[src/rtl/cd_pkg.sv]
// Shared types for the card presence monitor.
package cd_pkg;
    // Single-cycle presence transition events.
    typedef struct packed {
        logic ins;  // presence went 0 -> 1
        logic rem;  // presence went 1 -> 0
    } cd_evt_t;
endpackage

[src/rtl/cd_sync2.sv]
// Two-stage synchroniser for the asynchronous detect contact.
// Assumes the input is a slow level; no pulse capture is intended.
module cd_sync2 (
    input  logic clk,
    input  logic rst_n,
    input  logic d_i,
    output logic q_o
);
    logic s1_q, s2_q;

    // Shift the raw level through two flops.
    always_ff @(posedge clk) begin
        if (!rst_n) begin
            s1_q <= 1'b0;
            s2_q <= 1'b0;
        end else begin
            s1_q <= d_i;
            s2_q <= s1_q;
        end
    end

    assign q_o = s2_q;
endmodule

[src/rtl/cd_debounce.sv]
// Debounces the synchronised detect level into a presence flag.
// The flag drops to 0 on any level change. It is set once the level has
// held 1 for DEB_CYCLES cycles. Only the hardware reset clears this state.
module cd_debounce #(
    parameter int DEB_CYCLES = 1024
) (
    input  logic clk,
    input  logic rst_n,
    input  logic lvl_i,
    output logic present_o
);
    localparam int CW = $clog2(DEB_CYCLES + 1);
    localparam logic [CW-1:0] LIMIT = CW'(DEB_CYCLES - 1);

    logic          last_q;
    logic [CW-1:0] cnt_q;
    logic          pres_q;

    // Restart on change, count while stable, publish when the count completes.
    always_ff @(posedge clk) begin
        if (!rst_n) begin
            last_q <= 1'b0;
            cnt_q  <= '0;
            pres_q <= 1'b0;
        end else if (lvl_i != last_q) begin
            last_q <= lvl_i;
            cnt_q  <= '0;
            pres_q <= 1'b0;
        end else if (cnt_q != LIMIT) begin
            cnt_q <= cnt_q + 1'b1;
        end else begin
            pres_q <= last_q;
        end
    end

    assign present_o = pres_q;

    AST_ZERO_WHILE_BOUNCING: assert property (@(posedge clk) disable iff (!rst_n)
        (lvl_i != last_q) |=> !present_o);
endmodule

[src/rtl/cd_event_status.sv]
// Edge-detects the presence flag and keeps sticky write-1-clear status.
// An event in the same cycle as a clear or software reset wins.
// The edge history is reset by hardware only.
module cd_event_status
    import cd_pkg::*;
(
    input  logic    clk,
    input  logic    rst_n,
    input  logic    sw_rst_i,
    input  logic    present_i,
    input  logic    clr_ins_i,
    input  logic    clr_rem_i,
    output cd_evt_t evt_o,
    output logic    irq_ins_o,
    output logic    irq_rem_o
);
    logic pres_d_q;
    logic ins_q, rem_q;

    // Remember last cycle's presence for edge detection.
    always_ff @(posedge clk) begin
        if (!rst_n) pres_d_q <= 1'b0;
        else        pres_d_q <= present_i;
    end

    assign evt_o.ins = present_i & ~pres_d_q;
    assign evt_o.rem = ~present_i & pres_d_q;

    // Sticky status bits: set wins over clear and software reset.
    always_ff @(posedge clk) begin
        if (!rst_n) begin
            ins_q <= 1'b0;
            rem_q <= 1'b0;
        end else begin
            if (evt_o.ins)                  ins_q <= 1'b1;
            else if (clr_ins_i || sw_rst_i) ins_q <= 1'b0;
            if (evt_o.rem)                  rem_q <= 1'b1;
            else if (clr_rem_i || sw_rst_i) rem_q <= 1'b0;
        end
    end

    assign irq_ins_o = ins_q;
    assign irq_rem_o = rem_q;

    AST_INS_SETS: assert property (@(posedge clk) disable iff (!rst_n)
        (present_i && !pres_d_q) |=> irq_ins_o);
    AST_REM_SETS: assert property (@(posedge clk) disable iff (!rst_n)
        (!present_i && pres_d_q) |=> irq_rem_o);
    AST_STICKY_INS: assert property (@(posedge clk) disable iff (!rst_n)
        (irq_ins_o && !clr_ins_i && !sw_rst_i) |=> irq_ins_o);
endmodule

[src/rtl/cd_power_guard.sv]
// Holds the bus power and card clock enable bits.
// A removal while both are on forces both off, ahead of any write.
module cd_power_guard
    import cd_pkg::*;
(
    input  logic    clk,
    input  logic    rst_n,
    input  logic    sw_rst_i,
    input  cd_evt_t evt_i,
    input  logic    pwr_we_i,
    input  logic    pwr_wd_i,
    input  logic    clk_we_i,
    input  logic    clk_wd_i,
    output logic    bus_pwr_o,
    output logic    clk_en_o
);
    logic pwr_q, cen_q;
    logic force_off;

    assign force_off = evt_i.rem & pwr_q & cen_q;

    // Priority: forced shutdown, then software reset, then writes.
    always_ff @(posedge clk) begin
        if (!rst_n) begin
            pwr_q <= 1'b0;
            cen_q <= 1'b0;
        end else if (force_off || sw_rst_i) begin
            pwr_q <= 1'b0;
            cen_q <= 1'b0;
        end else begin
            if (pwr_we_i) pwr_q <= pwr_wd_i;
            if (clk_we_i) cen_q <= clk_wd_i;
        end
    end

    assign bus_pwr_o = pwr_q;
    assign clk_en_o  = cen_q;

    AST_FORCE_OFF: assert property (@(posedge clk) disable iff (!rst_n)
        (evt_i.rem && bus_pwr_o && clk_en_o) |=> (!bus_pwr_o && !clk_en_o));
endmodule

[src/rtl/sd_card_presence.sv]
// Top of the removable card presence monitor: synchroniser, debounce,
// event status and power guard. Assumes det_raw_i is asynchronous and
// all other inputs are synchronous to clk.
module sd_card_presence
    import cd_pkg::*;
#(
    parameter int DEB_CYCLES = 1024
) (
    input  logic clk,
    input  logic rst_n,
    input  logic det_raw_i,
    input  logic sw_rst_i,
    input  logic clr_ins_i,
    input  logic clr_rem_i,
    input  logic pwr_we_i,
    input  logic pwr_wd_i,
    input  logic clk_we_i,
    input  logic clk_wd_i,
    output logic present_o,
    output logic irq_ins_o,
    output logic irq_rem_o,
    output logic bus_pwr_o,
    output logic clk_en_o
);
    logic    det_sync;
    logic    present;
    cd_evt_t evt;

    cd_sync2 u_sync (
        .clk   (clk),
        .rst_n (rst_n),
        .d_i   (det_raw_i),
        .q_o   (det_sync)
    );

    cd_debounce #(.DEB_CYCLES(DEB_CYCLES)) u_deb (
        .clk       (clk),
        .rst_n     (rst_n),
        .lvl_i     (det_sync),
        .present_o (present)
    );

    cd_event_status u_evt (
        .clk       (clk),
        .rst_n     (rst_n),
        .sw_rst_i  (sw_rst_i),
        .present_i (present),
        .clr_ins_i (clr_ins_i),
        .clr_rem_i (clr_rem_i),
        .evt_o     (evt),
        .irq_ins_o (irq_ins_o),
        .irq_rem_o (irq_rem_o)
    );

    cd_power_guard u_pwr (
        .clk       (clk),
        .rst_n     (rst_n),
        .sw_rst_i  (sw_rst_i),
        .evt_i     (evt),
        .pwr_we_i  (pwr_we_i),
        .pwr_wd_i  (pwr_wd_i),
        .clk_we_i  (clk_we_i),
        .clk_wd_i  (clk_wd_i),
        .bus_pwr_o (bus_pwr_o),
        .clk_en_o  (clk_en_o)
    );

    assign present_o = present;

    AST_SWRST_KEEPS_PRESENCE: assert property (@(posedge clk) disable iff (!rst_n)
        (sw_rst_i && present && $stable(det_sync)) |=> present_o);
endmodule

[config.mk]
export PLATFORM = sky130hd
export DESIGN_NAME = sd_card_presence
export DESIGN_NICKNAME = d
export VERILOG_FILES = /design/src/rtl/cd_pkg.sv /design/src/rtl/cd_sync2.sv /design/src/rtl/cd_debounce.sv /design/src/rtl/cd_event_status.sv /design/src/rtl/cd_power_guard.sv /design/src/rtl/sd_card_presence.sv
export SDC_FILE = /design/constraint.sdc
export NUM_CORES = 1
export LEC_CHECK = 0
export BUFFER_PORTS_ARGS = -buffer_cell sky130_fd_sc_hd__buf_2
export CORE_AREA = 2 2 80 44
export CTS_BUF_LIST = sky130_fd_sc_hd__clkbuf_16
export CTS_CLUSTER_DIAMETER = 80
export CTS_CLUSTER_SIZE = 8
export DETAILED_ROUTE_END_ITERATION = 7
export DIE_AREA = 0 0 82 46
export PLACE_DENSITY = 0.45
export SLEW_MARGIN = 20
export SYNTH_ARGS = -nofsm -noshare
export SYNTH_HDL_FRONTEND = slang
export SYNTH_SLANG_ARGS = --single-unit
export TNS_END_PERCENT = 10
[constraint.sdc]
create_clock -name clk -period 1.9 [get_ports clk]
set_input_delay 0.475 -clock clk [delete_from_list [all_inputs] [get_ports clk]]
set_output_delay 0.475 -clock clk [all_outputs]
set_load 0.005 [all_outputs]
Yosys cells after proc, flatten, opt, wreduce, memory -nomap -nowiden

Index checks and enable logic that the tools add are counted.

Bits of input ports: 10
Output and inout bits: 5
Word-level logic and storage cells: 31
Bits in registers: 20

Add/sub/neg operators: 1
Reductions and logical operators: 7
Bitwise logic cells: 7
Mux-type cells: 4
Equal/unequal tests: 2

Operators with widths:

| cell                                                              | count |
|---|---|
| 11-bit by 1-bit adder with 11-bit output, second input constant   | 1 |
| 11-bit by 10-bit != test with 1-bit output, second input constant | 1 |
| 1-bit AND                                                         | 4 |
| 1-bit 2-to-1 mux                                                  | 4 |
| 2-bit nonzero test                                                | 2 |
| 2-bit OR reduction                                                | 2 |
| 1-bit logical OR                                                  | 3 |
| 1-bit NOT                                                         | 3 |
| 1-bit != test                                                     | 1 |

Depth between registers and ports, before layout

Gate-level depths: netlist (run 1).

Depth in word-level cells: 6
Depth in mapped cells: 5
Mapped depth without buffers: 4

Modules after synthesis

Synthesis (run 1) repeated with hierarchy kept, for this count alone.

Cell total of the unflattened synthesis: 84
Area, all modules: 830.8 µm²

By module, submodules not included:

| module          | area each (µm²) | cells an instance | seq. area each (µm²) | times used |
|---|---|---|---|---|
| cd_debounce     | 569.3           | 63                | 260.2                | 1 |
| cd_event_status | 125.1           | 10                | 60.1                 | 1 |
| cd_power_guard  | 83.8            | 7                 | 40.0                 | 1 |
| cd_sync2        | 52.6            | 4                 | 40.0                 | 1 |

Worst setup path after synthesis (run 1)

No wires, ideal clock.

Path kind: register to register
Start point: register u_deb.cnt_q[0]
End point: register u_deb.cnt_q[5]
Clock period less this slack: 1.486 ns
Setup time: 0.072 ns
Data required time: 1.828 ns
Cell stages (with the launch flop): 6
Arrival: 1.415 ns
Slack: 0.414 ns
Path buffers: 1
Cell sequence: dfxtp_1 ha_1 and4_1 clkbuf_1 a311oi_1 mux2i_1

Cells in the longest elaborated chain, start to end: 1
Elaborated cells between the ends (all ways): 2
Classes of those cells: add/sub (1); eq/ne (1)

Ends and longest elaborated chain:

| item                                                                                                          | RTL line                             | RTL |
|---|---|---|
| start: declaration                                                                                            | cd_debounce.sv:16                    | `logic [CW-1:0] cnt_q;` |
| start signal: assignment                                                                                      | cd_debounce.sv:30                    | `cnt_q <= cnt_q + 1'b1;` |
| 11-bit by 1-bit adder with 11-bit output / 11-bit by 10-bit != test with 1-bit output (equally long branches) | cd_debounce.sv:30, cd_debounce.sv:29 |  |

Parallel ways exist; a longest one is shown, timed or not.
A chain may end at the register's enable or synchronous reset.

Worst setup path after layout (run 1)

Same ends and word-level chain as after synthesis.

==> results of run 1 <==
cells in the mapped netlist (2+ instances only):
library cell                n
sky130_fd_sc_hd__mux2i_1    4
sky130_fd_sc_hd__o21ai_0    2
sky130_fd_sc_hd__and2_1     4
sky130_fd_sc_hd__o211ai_1   2
sky130_fd_sc_hd__inv_1      3
sky130_fd_sc_hd__a21oi_1    5
sky130_fd_sc_hd__nand2_1    2
sky130_fd_sc_hd__a31oi_1    7
sky130_fd_sc_hd__dfxtp_1   20
sky130_fd_sc_hd__nor2_1     6
sky130_fd_sc_hd__clkbuf_1   2
sky130_fd_sc_hd__or3_1      2
sky130_fd_sc_hd__a311oi_1   2
sky130_fd_sc_hd__nor2b_1    2
sky130_fd_sc_hd__nand3_1    7
sky130_fd_sc_hd__nand3b_1   2
sky130_fd_sc_hd__nand4_1    4
sky130_fd_sc_hd__o31ai_1    3
worst min-delay path by stage:
stage,to,slack (ns),cells past startpoint
2_1_floorplan,u_sync.q_o$_SDFF_PN0_,0.41,1
3_3_place_gp,u_sync.q_o$_SDFF_PN0_,0.42,1
3_5_place_dp,u_sync.q_o$_SDFF_PN0_,0.43,1
4_1_cts,u_sync.s1_q$_SDFF_PN0_,0.43,2
5_1_grt,u_sync.q_o$_SDFF_PN0_,0.45,1
6_report,u_sync.s1_q$_SDFF_PN0_,0.43,2
cells in the final DEF, fill, tap and decap left out, drive strengths merged:
cell     n
and4     2
a311oi   2
and2     4
clkinv   1
nor2     6
nor3     1
nor4     1
clkbuf   3
a21oi    5
and3     1
nand4    5
or4      1
o31a     1
a31oi    7
and2b    1
nand3    7
o31ai    3
ha       1
dfxtp   20
buf     15
nor2b    2
o21ai    2
nand2b   1
nand3b   2
mux2i    4
xnor2    1
or3      2
inv      3
nand2    2
o211ai   2
a311o    1
layout make-up:
class,instances,share of cell area (%)
clock buffers,3,7.07
flip-flops and latches,20,37.7
inverters,3,1.06
repair buffers,15,7.30
multi-input cells,67,41.6
well taps,42,4.95
clock inverters,1,0.353
power by group through the flow:
stage,sequential [mW],combinational [mW],clock (mW)
floorplan,0.445,0.0277,0
global placement,0.446,0.0485,0
detailed placement,0.446,0.0496,0
CTS,0.437,0.0492,0.439
global route,0.439,0.0541,0.455
finish,0.437,0.0486,0.431
worst max-delay path, cell delays in order, from the launching register on:
cell and delay (ns):
sky130_fd_sc_hd__dfxtp_1 0.34, sky130_fd_sc_hd__ha_1 0.27, sky130_fd_sc_hd__and4_1 0.31, sky130_fd_sc_hd__a311oi_1 0.37, sky130_fd_sc_hd__mux2i_1 0.21
cells by family (layout without fill, tap and decap cells):
group,Yosys count,after routing,synth area share (%)
buffers and inverters,6,22,3.03
flip-flops,20,20,46.1
AND/OR/NAND/NOR,38,38,26.1
XOR/XNOR,1,1,1.01
AO/OA/AOI/OAI,23,23,17.7
adder cells (fa/ha/maj),1,1,1.44
multiplexers,4,4,4.61
routing by layer:
layer / routed length [µm] / GRT usage [%]
met3: 119 / 4.17
met5: 0 / 0
met2: 709 / 12.5
met4: 4 / 2.00
met1: 1070 / 19.5
==> flow_summary.ini, run 1 <==
[power]
p_int_mw = 0.733
post-layout-total-power_mw = 0.917
power.combinational.fraction_pct = 5.3
netSwitchingFraction_pct = 20.1
power_frac_seq_pct = 47.7
cellLeakagePower_nw = 0.398
switchingPower_mw = 0.184
power-per-cell-area_nw_per_um2 = 863
peakVddDrop_mv = 0.485
pwr-share-clk_pct = 47.0

[synth]
post_synth_edffs = 0
synth_top_area_share_pct = 46.1
post-synth-top-area-cell = sky130_fd_sc_hd__dfxtp_1
cells_after_synth = 93
synth_area_per_cell_um2 = 9.34
synth-seq-area-share_pct = 46.1
synth_area_um2 = 868
synth.ff_latch_count = 20
synth.top_cells.by_area = sky130_fd_sc_hd__dfxtp_1, sky130_fd_sc_hd__a31oi_1, sky130_fd_sc_hd__mux2i_1, sky130_fd_sc_hd__nand3_1, sky130_fd_sc_hd__a21oi_1
synth-warning-count = 0
ys.flop_type = sky130_fd_sc_hd__dfxtp_1
synthDistinctLibCells = 32
synthesis.nets = 104
synthArstFlopShare_pct = 0

[cts]
tritoncts_num_sinks = 20
h_tree_level_count = 1
postCtsHoldBufs = 0
post_cts_repair_setup_buffers = 0
cts_buffers = 3
cts.clk_slew.worst_paths_ns = 0.05
clock_tree_from_tritoncts = built
insertion_delay_ns = 0.25
cts_root_buffer = sky130_fd_sc_hd__clkbuf_16
ctsLongestPathBuffers = 2
cts.repair.resized = 0

[layout]
fillers = 327
num-nets-final = 121
multiInputGateArea_um2 = 442
post-route-cell-area_um2 = 1060
postLayoutCoreUtil_pct = 33.7
syn_to_final_growth_pct = 22.3
max_ffs_per_register = 11
regMostFlops = u_deb.cnt_q
post_route_cells_drive_above_1_share_pct = 20.2
sequential_cell_area_um2 = 400
layout.cells.non_filler = 151
diode_insertion_count_for_antenna_repair = 0

[timing]
maxSlewHeadroom_pct = 79.2
finalMaxSlewViolations = 0
grt_setup_unrepaired = false
fin_setup_tns_ns = 0
post-route-worst-setup-slack_ns = 0.340
setup_viol_count_final = 0
timing.final.crit_period_ns = 1.56
layout_worst_path_cycle_share_pct = 82.1
final.hold.worst_slack_ns = 0.431
final.setup_skew_ns = 0.00214
tightestPinTransition_ns = 0.310
hold_viol = 0
fmax_ghz = 0.641

[setup_path]
startpoint_type = flop
cp_data_required_time_ns = 2.08
critPathCapture = u_deb.cnt_q[5]$_SDFFE_PP0P_
arrival_ns = 1.74
regToRegEndpoint = u_deb.cnt_q[5]$_SDFFE_PP0P_
worst_setup_ep_type = flop
timing.critical_path.from = u_deb.cnt_q[0]$_SDFFE_PP0P_
r2r_slack_ns = 0.34
crit-reg2reg-launch = u_deb.cnt_q[0]$_SDFFE_PP0P_
crit_path_max_fanout = 7
timing_worst_setup_path_type = flop to flop
worst-r2r-cell-count = 4

[place]
io_buffers = 14
hpwl_um = 1420
post-place-ws_ns = 0.358
placedCellCount = 147
rd_place_congestion = 0.880
postPlaceCellArea_um2 = 983

[global_route]
largest_net_degree_at_the_start_of_global_routing = 14
antenna_found_initial = 0
first_pass_grt_wire_length_um = 3110
first_global_vias = 605
grt.total_usage_pct = 11.5
globalRouteOverflowTotal = 0

[die]
dieWidth_um = 82
start_util_pct = 27.5
dieArea_um2 = 3770
io_pins = 15
area_of_the_core_region_um2 = 3150
placement_rows = 15
die_height_um = 46

[worst_hold_path]
hold_path.startpoint = det_raw_i
worstHoldPathType = input port to flop

[drt]
wirelength_um = 1900
route.antenna.remaining_nets = 0
num_vias = 741
wl_per_cell_um = 12.6
detailedRoute.firstPassIterationCount = 4
vias_per_cell = 4.91
drc_violations_left = 0
first_drt_iteration_drcs = 88

[status]
run_status = finished clean

[run]
drv.max_cap_violation_count = 0
Power figures use the tool's default switching activity.
==> inputs of run 2 (changes only) <==
--- a/config.mk
+++ b/config.mk
@@ -12,7 +12,7 @@
 export CTS_CLUSTER_SIZE = 8
 export DETAILED_ROUTE_END_ITERATION = 7
 export DIE_AREA = 0 0 82 46
-export PLACE_DENSITY = 0.45
+export PLACE_DENSITY = 0.47
 export SLEW_MARGIN = 20
 export SYNTH_ARGS = -nofsm -noshare
 export SYNTH_HDL_FRONTEND = slang
==> constraint.sdc (replaced) <==
create_clock -name clk -period 1.3 [get_ports clk]
set_input_delay 0.325 -clock clk [delete_from_list [all_inputs] [get_ports clk]]
set_output_delay 0.325 -clock clk [all_outputs]
set_load 0.005 [all_outputs]
==> run 2 against run 1 <==
Net effect:
- clock skew is 0.0014 ns higher
- setup slack got worse by 0.32 ns
- global-route usage rose by 1.7 points
- core utilization rose by 5.1 points
- wire length up 17%
- combinational power is 96% higher
- largest cell class unchanged
- non-clock buffer count grew 12
- clock-buffer cell count did not move
- worst hold slack got worse by 0.15 ns
- critical endpoint is now u_deb.cnt_q[9]$_SDFFE_PP0P_
- die area is the same
- first-iteration DRC count fell by 66%
- critical path depth fell by 1
- largest power group is now clock
- critical path type unchanged
==> flow_summary.ini, run 2 (synthesis gave the netlist of run 1 again) <==
[cts]
ctsLongestPathBuffers = 2
cts_root_buffer = sky130_fd_sc_hd__clkbuf_16
postCtsHoldBufs = 0
insertion_delay_ns = 0.25
clock_tree_from_tritoncts = built
tritoncts_num_sinks = 20
cts.clk_slew.worst_paths_ns = 0.06
cts_buffers = 3
h_tree_level_count = 1

[place]
postPlaceCellArea_um2 = 1070
io_buffers = 14
rd_place_congestion = 0.879
hpwl_um = 1690
placedCellCount = 158

[global_route]
grt.total_usage_pct = 13.2
globalRoute.busiestLayer = met1
global_route.usage.met2_pct = 14.6
globalRouteOverflowTotal = 0
grt_util_met3_pct = 4.17
first_global_vias = 626
first_pass_grt_wire_length_um = 3450
groute.layer.met1.usage_pct = 21.8
largest_net_degree_at_the_start_of_global_routing = 13
antenna_found_initial = 0

[timing]
timing.final.crit_period_ns = 1.28
layout_worst_path_cycle_share_pct = 98.7
finalMaxSlewViolations = 0
hold_viol = 0
maxSlewHeadroom_pct = 81.5
final.setup_skew_ns = 0.00350
final.hold.worst_slack_ns = 0.279
setup_viol_count_final = 0
fmax_ghz = 0.779
grt_setup_unrepaired = true
tightestPinTransition_ns = 0.277

[setup_path]
worst-r2r-cell-count = 3
worst_setup_ep_type = flop
cp_data_required_time_ns = 1.48
r2r_slack_ns = 0.02
arrival_ns = 1.46
regToRegEndpoint = u_deb.cnt_q[9]$_SDFFE_PP0P_
startpoint_type = flop
crit_path_max_fanout = 5
timing_worst_setup_path_type = flop to flop
crit-reg2reg-launch = u_deb.cnt_q[5]$_SDFFE_PP0P_

[worst_hold_path]
worstHoldPathType = input port to flop
hold_path.startpoint = det_raw_i
hold-path-endpoint = u_sync.s1_q$_SDFF_PN0_
min_path_cells = 2

[die]
io_pins = 15
dieArea_um2 = 3770
area_of_the_core_region_um2 = 3150
dieWidth_um = 82
placement_rows = 15
die_height_um = 46
start_util_pct = 27.5

[power]
power-per-cell-area_nw_per_um2 = 1290
peakVddDrop_mv = 0.384
cellLeakagePower_nw = 0.476
post-layout-total-power_mw = 1.57

[layout]
max_ffs_per_register = 11
num-nets-final = 133
post_route_cells_drive_above_1_share_pct = 34.7
layout.cells.non_filler = 163
regMostFlops = u_deb.cnt_q
layout.cells.most_common_list = sky130_fd_sc_hd__dfxtp_1, sky130_fd_sc_hd__buf_2, sky130_fd_sc_hd__buf_4, sky130_fd_sc_hd__a31oi_1
most_common_cell_after_layout_fill_and_taps_aside = sky130_fd_sc_hd__dfxtp_1
post-route-cell-area_um2 = 1220
syn_to_final_growth_pct = 40.9
diode_insertion_count_for_antenna_repair = 0

[drt]
wirelength_um = 2230
detailedRoute.firstPassIterationCount = 4
route.antenna.remaining_nets = 0
wl_per_cell_um = 13.7
num_vias = 783
first_drt_iteration_drcs = 30
vias_per_cell = 4.80
drc_violations_left = 0

[status]
run_status = finished clean

[run]
drv.max_cap_violation_count = 0
[run 2: cell types whose count changed in the layout (fill, tap and decap cells not counted), moves of 2 or more]
cell	delta
sky130_fd_sc_hd__buf_4	+12
sky130_fd_sc_hd__dfxtp_1	-3
sky130_fd_sc_hd__and4_4	+2
sky130_fd_sc_hd__dfxtp_2	+2
[run 2: report_power, final]
group          switching, mW  internal [mW]  leakage (nW)
Sequential            0.0130          0.628         0.164
Clock                  0.227          0.610        0.0511
Combinational         0.0440         0.0512         0.261
[run 2: area by class of cell]
| class | instances | area [µm²] |
|---|---|---|
| Timing Repair Buffer | 27 | 168 |
| Multi-Input combinational cell | 67 | 480 |
| Clock buffer | 3 | 75.1 |
| Inverter | 3 | 11.3 |
| Sequential cell | 20 | 407 |
| Tap cell | 42 | 52.6 |
| Fill cell | 316 | 1930 |
| Clock inverter | 1 | 30.0 |
[run 2: critical path: stages (launching register included)]
cell and delay [ns]:
sky130_fd_sc_hd__dfxtp_1 0.42, sky130_fd_sc_hd__nand4_2 0.14, sky130_fd_sc_hd__or4_1 0.47, sky130_fd_sc_hd__a31oi_1 0.17
[run 2: through the flow]
step,setup WS (ns),TNS [ns],util (%)
6_report,0.0166,0,38.8
5_1_grt,-0.0688,-0.411,38.8
4_1_cts,-0.00696,-0.00696,38.7
3_5_place_dp,-0.0826,-0.396,34.1
3_3_place_gp,-0.0175,-0.0324,34.1
2_1_floorplan,0.0252,0,-
[run 2: repair_timing]
action                                 CTS  global route
setup buffers                            1             0
gates cloned                             0             0
pin swaps                                3             1
resized for setup                        8             2
endpoints found under the hold margin    0             0
setup endpoints to repair                9            11
[run 2: worst max path at each step]
| stage | from | end | slack, ns | cells past startpoint |
|---|---|---|---|---|
| detailed placement | u_deb.cnt_q[0]$_SDFFE_PP0P_ | u_deb.cnt_q[4]$_SDFFE_PP0P_ | -0.08 | 4 |
| CTS | u_deb.cnt_q[3]$_SDFFE_PP0P_ | u_deb.cnt_q[5]$_SDFFE_PP0P_ | -0.007 | 4 |
| floorplan | u_deb.cnt_q[0]$_SDFFE_PP0P_ | u_deb.cnt_q[2]$_SDFFE_PP0P_ | 0.03 | 5 |
| global route | u_deb.cnt_q[5]$_SDFFE_PP0P_ | u_deb.present_o$_SDFFE_PP0N_ | -0.07 | 4 |
| finish | u_deb.cnt_q[5]$_SDFFE_PP0P_ | u_deb.cnt_q[9]$_SDFFE_PP0P_ | 0.02 | 3 |
| global placement | u_deb.cnt_q[0]$_SDFFE_PP0P_ | u_deb.cnt_q[2]$_SDFFE_PP0P_ | -0.02 | 4 |
[run 2: per-layer routing]
metal | vias to the layer above | share of wire [%]
met5 | - | 0
met4 | 0 | 1.0
met3 | 2 | 6.0
met2 | 19 | 35
met1 | 352 | 58
li1 | 410 | -
==> inputs of run 3 (changes only) <==
--- a/config.mk
+++ b/config.mk
@@ -5,14 +5,14 @@
 export SDC_FILE = /design/constraint.sdc
 export NUM_CORES = 1
 export LEC_CHECK = 0
-export BUFFER_PORTS_ARGS = -buffer_cell sky130_fd_sc_hd__buf_2
 export CORE_AREA = 2 2 80 44
 export CTS_BUF_LIST = sky130_fd_sc_hd__clkbuf_16
 export CTS_CLUSTER_DIAMETER = 80
 export CTS_CLUSTER_SIZE = 8
 export DETAILED_ROUTE_END_ITERATION = 7
 export DIE_AREA = 0 0 82 46
-export PLACE_DENSITY = 0.47
+export DONT_BUFFER_PORTS = 1
+export PLACE_DENSITY = 0.41
 export SLEW_MARGIN = 20
 export SYNTH_ARGS = -nofsm -noshare
 export SYNTH_HDL_FRONTEND = slang
==> constraint.sdc (replaced) <==
create_clock -name clk -period 1.28 [get_ports clk]
set_input_delay 0.32 -clock clk [delete_from_list [all_inputs] [get_ports clk]]
set_output_delay 0.32 -clock clk [all_outputs]
set_load 0.005 [all_outputs]
==> run 3 against run 2 <==
Net effect:
- the run now ends with negative setup slack left
- non-clock buffer count down 15
- wire length about the same
- register-to-register slack worse by 0.05 ns
- clock-buffer cell count unchanged
- critical path type unchanged
==> flow_summary.ini, run 3 (synthesis gave the netlist of run 1 again) <==
[setup_path]
crit_path_max_fanout = 4
cp_data_required_time_ns = 1.45
worst_setup_ep_type = flop
arrival_ns = 1.48
timing_worst_setup_path_type = flop to flop
startpoint_type = flop

[die]
dieArea_um2 = 3770
start_util_pct = 27.5
area_of_the_core_region_um2 = 3150
placement_rows = 15
die_height_um = 46
dieWidth_um = 82
io_pins = 15

[timing]
post-route-worst-setup-slack_ns = -0.0369
layout_worst_path_cycle_share_pct = 103
finalMaxSlewViolations = 0
setup_viol_count_final = 3
hold_viol = 0
final.setup_skew_ns = 0.00390
final.hold.worst_slack_ns = 0.193
timing.final.crit_period_ns = 1.32
fin_setup_tns_ns = -0.0776
fmax_ghz = 0.759
grt_setup_unrepaired = true
tightestPinTransition_ns = 0.295
maxSlewHeadroom_pct = 80.3

[layout]
max_ffs_per_register = 11
num-nets-final = 118
most_common_cell_after_layout_fill_and_taps_aside = sky130_fd_sc_hd__dfxtp_1
layout.cells.most_common_list = sky130_fd_sc_hd__dfxtp_1, sky130_fd_sc_hd__buf_4, sky130_fd_sc_hd__a31oi_1, sky130_fd_sc_hd__nand3_1, sky130_fd_sc_hd__nor2_1
diode_insertion_count_for_antenna_repair = 0
regMostFlops = u_deb.cnt_q
post_route_cells_drive_above_1_share_pct = 27.6
syn_to_final_growth_pct = 26.5
fillers = 312

[power]
power-per-cell-area_nw_per_um2 = 1230
cellLeakagePower_nw = 0.389
peakVddDrop_mv = 0.434

[cts]
h_tree_level_count = 1
cts.clk_slew.worst_paths_ns = 0.06
clock_tree_from_tritoncts = built
tritoncts_num_sinks = 20
cts_root_buffer = sky130_fd_sc_hd__clkbuf_16
insertion_delay_ns = 0.25
postCtsHoldBufs = 0
cts_buffers = 3
ctsLongestPathBuffers = 2

[global_route]
grt.total_usage_pct = 13.2
largest_net_degree_at_the_start_of_global_routing = 14
first_global_vias = 652
globalRouteOverflowTotal = 0
antenna_found_initial = 0
first_pass_grt_wire_length_um = 3430

[place]
io_buffers = 0
rd_place_congestion = 0.856
hpwl_um = 1630

[drt]
drc_violations_left = 0
first_drt_iteration_drcs = 34
num_vias = 722
detailedRoute.firstPassIterationCount = 4
route.antenna.remaining_nets = 0
wl_per_cell_um = 15.1
wirelength_um = 2230
vias_per_cell = 4.91

[status]
run_status = finished with violations
failing_checks = negative setup slack

[worst_hold_path]
worstHoldPathType = input port to flop

[run]
drv.max_cap_violation_count = 0
## run 3: through the flow
stage | power, mW | worst slack, ns | utilization [%] | cells | cell area (µm²)
finish | 1.36 | -0.0369 | 34.8 | 147 | 1100
global route | 1.40 | -0.135 | 34.8 | 147 | 1100
CTS | 1.37 | -0.0213 | 34.3 | 146 | 1080
detailed placement | 0.731 | -0.0740 | 31.6 | 143 | 997
floorplan | 0.702 | 0.00518 | - | 93 | 887
global placement | 0.731 | -0.115 | 31.6 | 143 | 997
## run 3: routing by layer
metal  share of wire [%]  track usage (%)  vias up
li1                    -                -      386
met1                  59             21.6      320
met2                  36             13.5       14
met3                 4.1             4.76        2
met4                 1.2             6.00        0
met5                   0                0        -
## run 3: final timing paths
check | from | end | slack (ns) | depth (start not counted)
max | u_deb.cnt_q[0]$_SDFFE_PP0P_ | u_deb.cnt_q[0]$_SDFFE_PP0P_ | -0.04 | 4
max reg2reg | u_deb.cnt_q[0]$_SDFFE_PP0P_ | u_deb.cnt_q[0]$_SDFFE_PP0P_ | -0.04 | 4
min reg2reg | u_sync.s1_q$_SDFF_PN0_ | u_sync.q_o$_SDFF_PN0_ | 0.44 | 1
min | rst_n | u_evt.pres_d_q$_SDFF_PN0_ | 0.19 | 1
## run 3: timing repair
item                       in CTS  in global routing
hold endpoints to repair        0                  0
pin swaps                       2                  6
resized for setup               5                  4
setup buffers                   0                  1
setup endpoints to repair       8                 11
## run 3: cell type report
class                           count  area, µm²  area share (%)
Multi-Input combinational cell     67        463            42.1
Inverter                            3       11.3            1.03
Clock buffer                        3       75.1            6.83
Sequential cell                    20        407            37.0
Timing Repair Buffer               12       90.1            8.20
Tap cell                           42       52.6            4.78
## run 3: critical path, cell delays in order, from the launching register on
cell	delay, ns
sky130_fd_sc_hd__dfxtp_2	0.34
sky130_fd_sc_hd__ha_2	0.19
sky130_fd_sc_hd__nand4_1	0.21
sky130_fd_sc_hd__o31a_2	0.35
sky130_fd_sc_hd__nor3_1	0.14
## run 3: power by group
group	total, mW	internal [mW]	switching [mW]	leakage (nW)
clock	0.635	0.412	0.223	0.0370
sequential	0.648	0.638	0.0100	0.164
combinational	0.0725	0.0385	0.0340	0.188
total	1.36	1.09	0.267	0.389
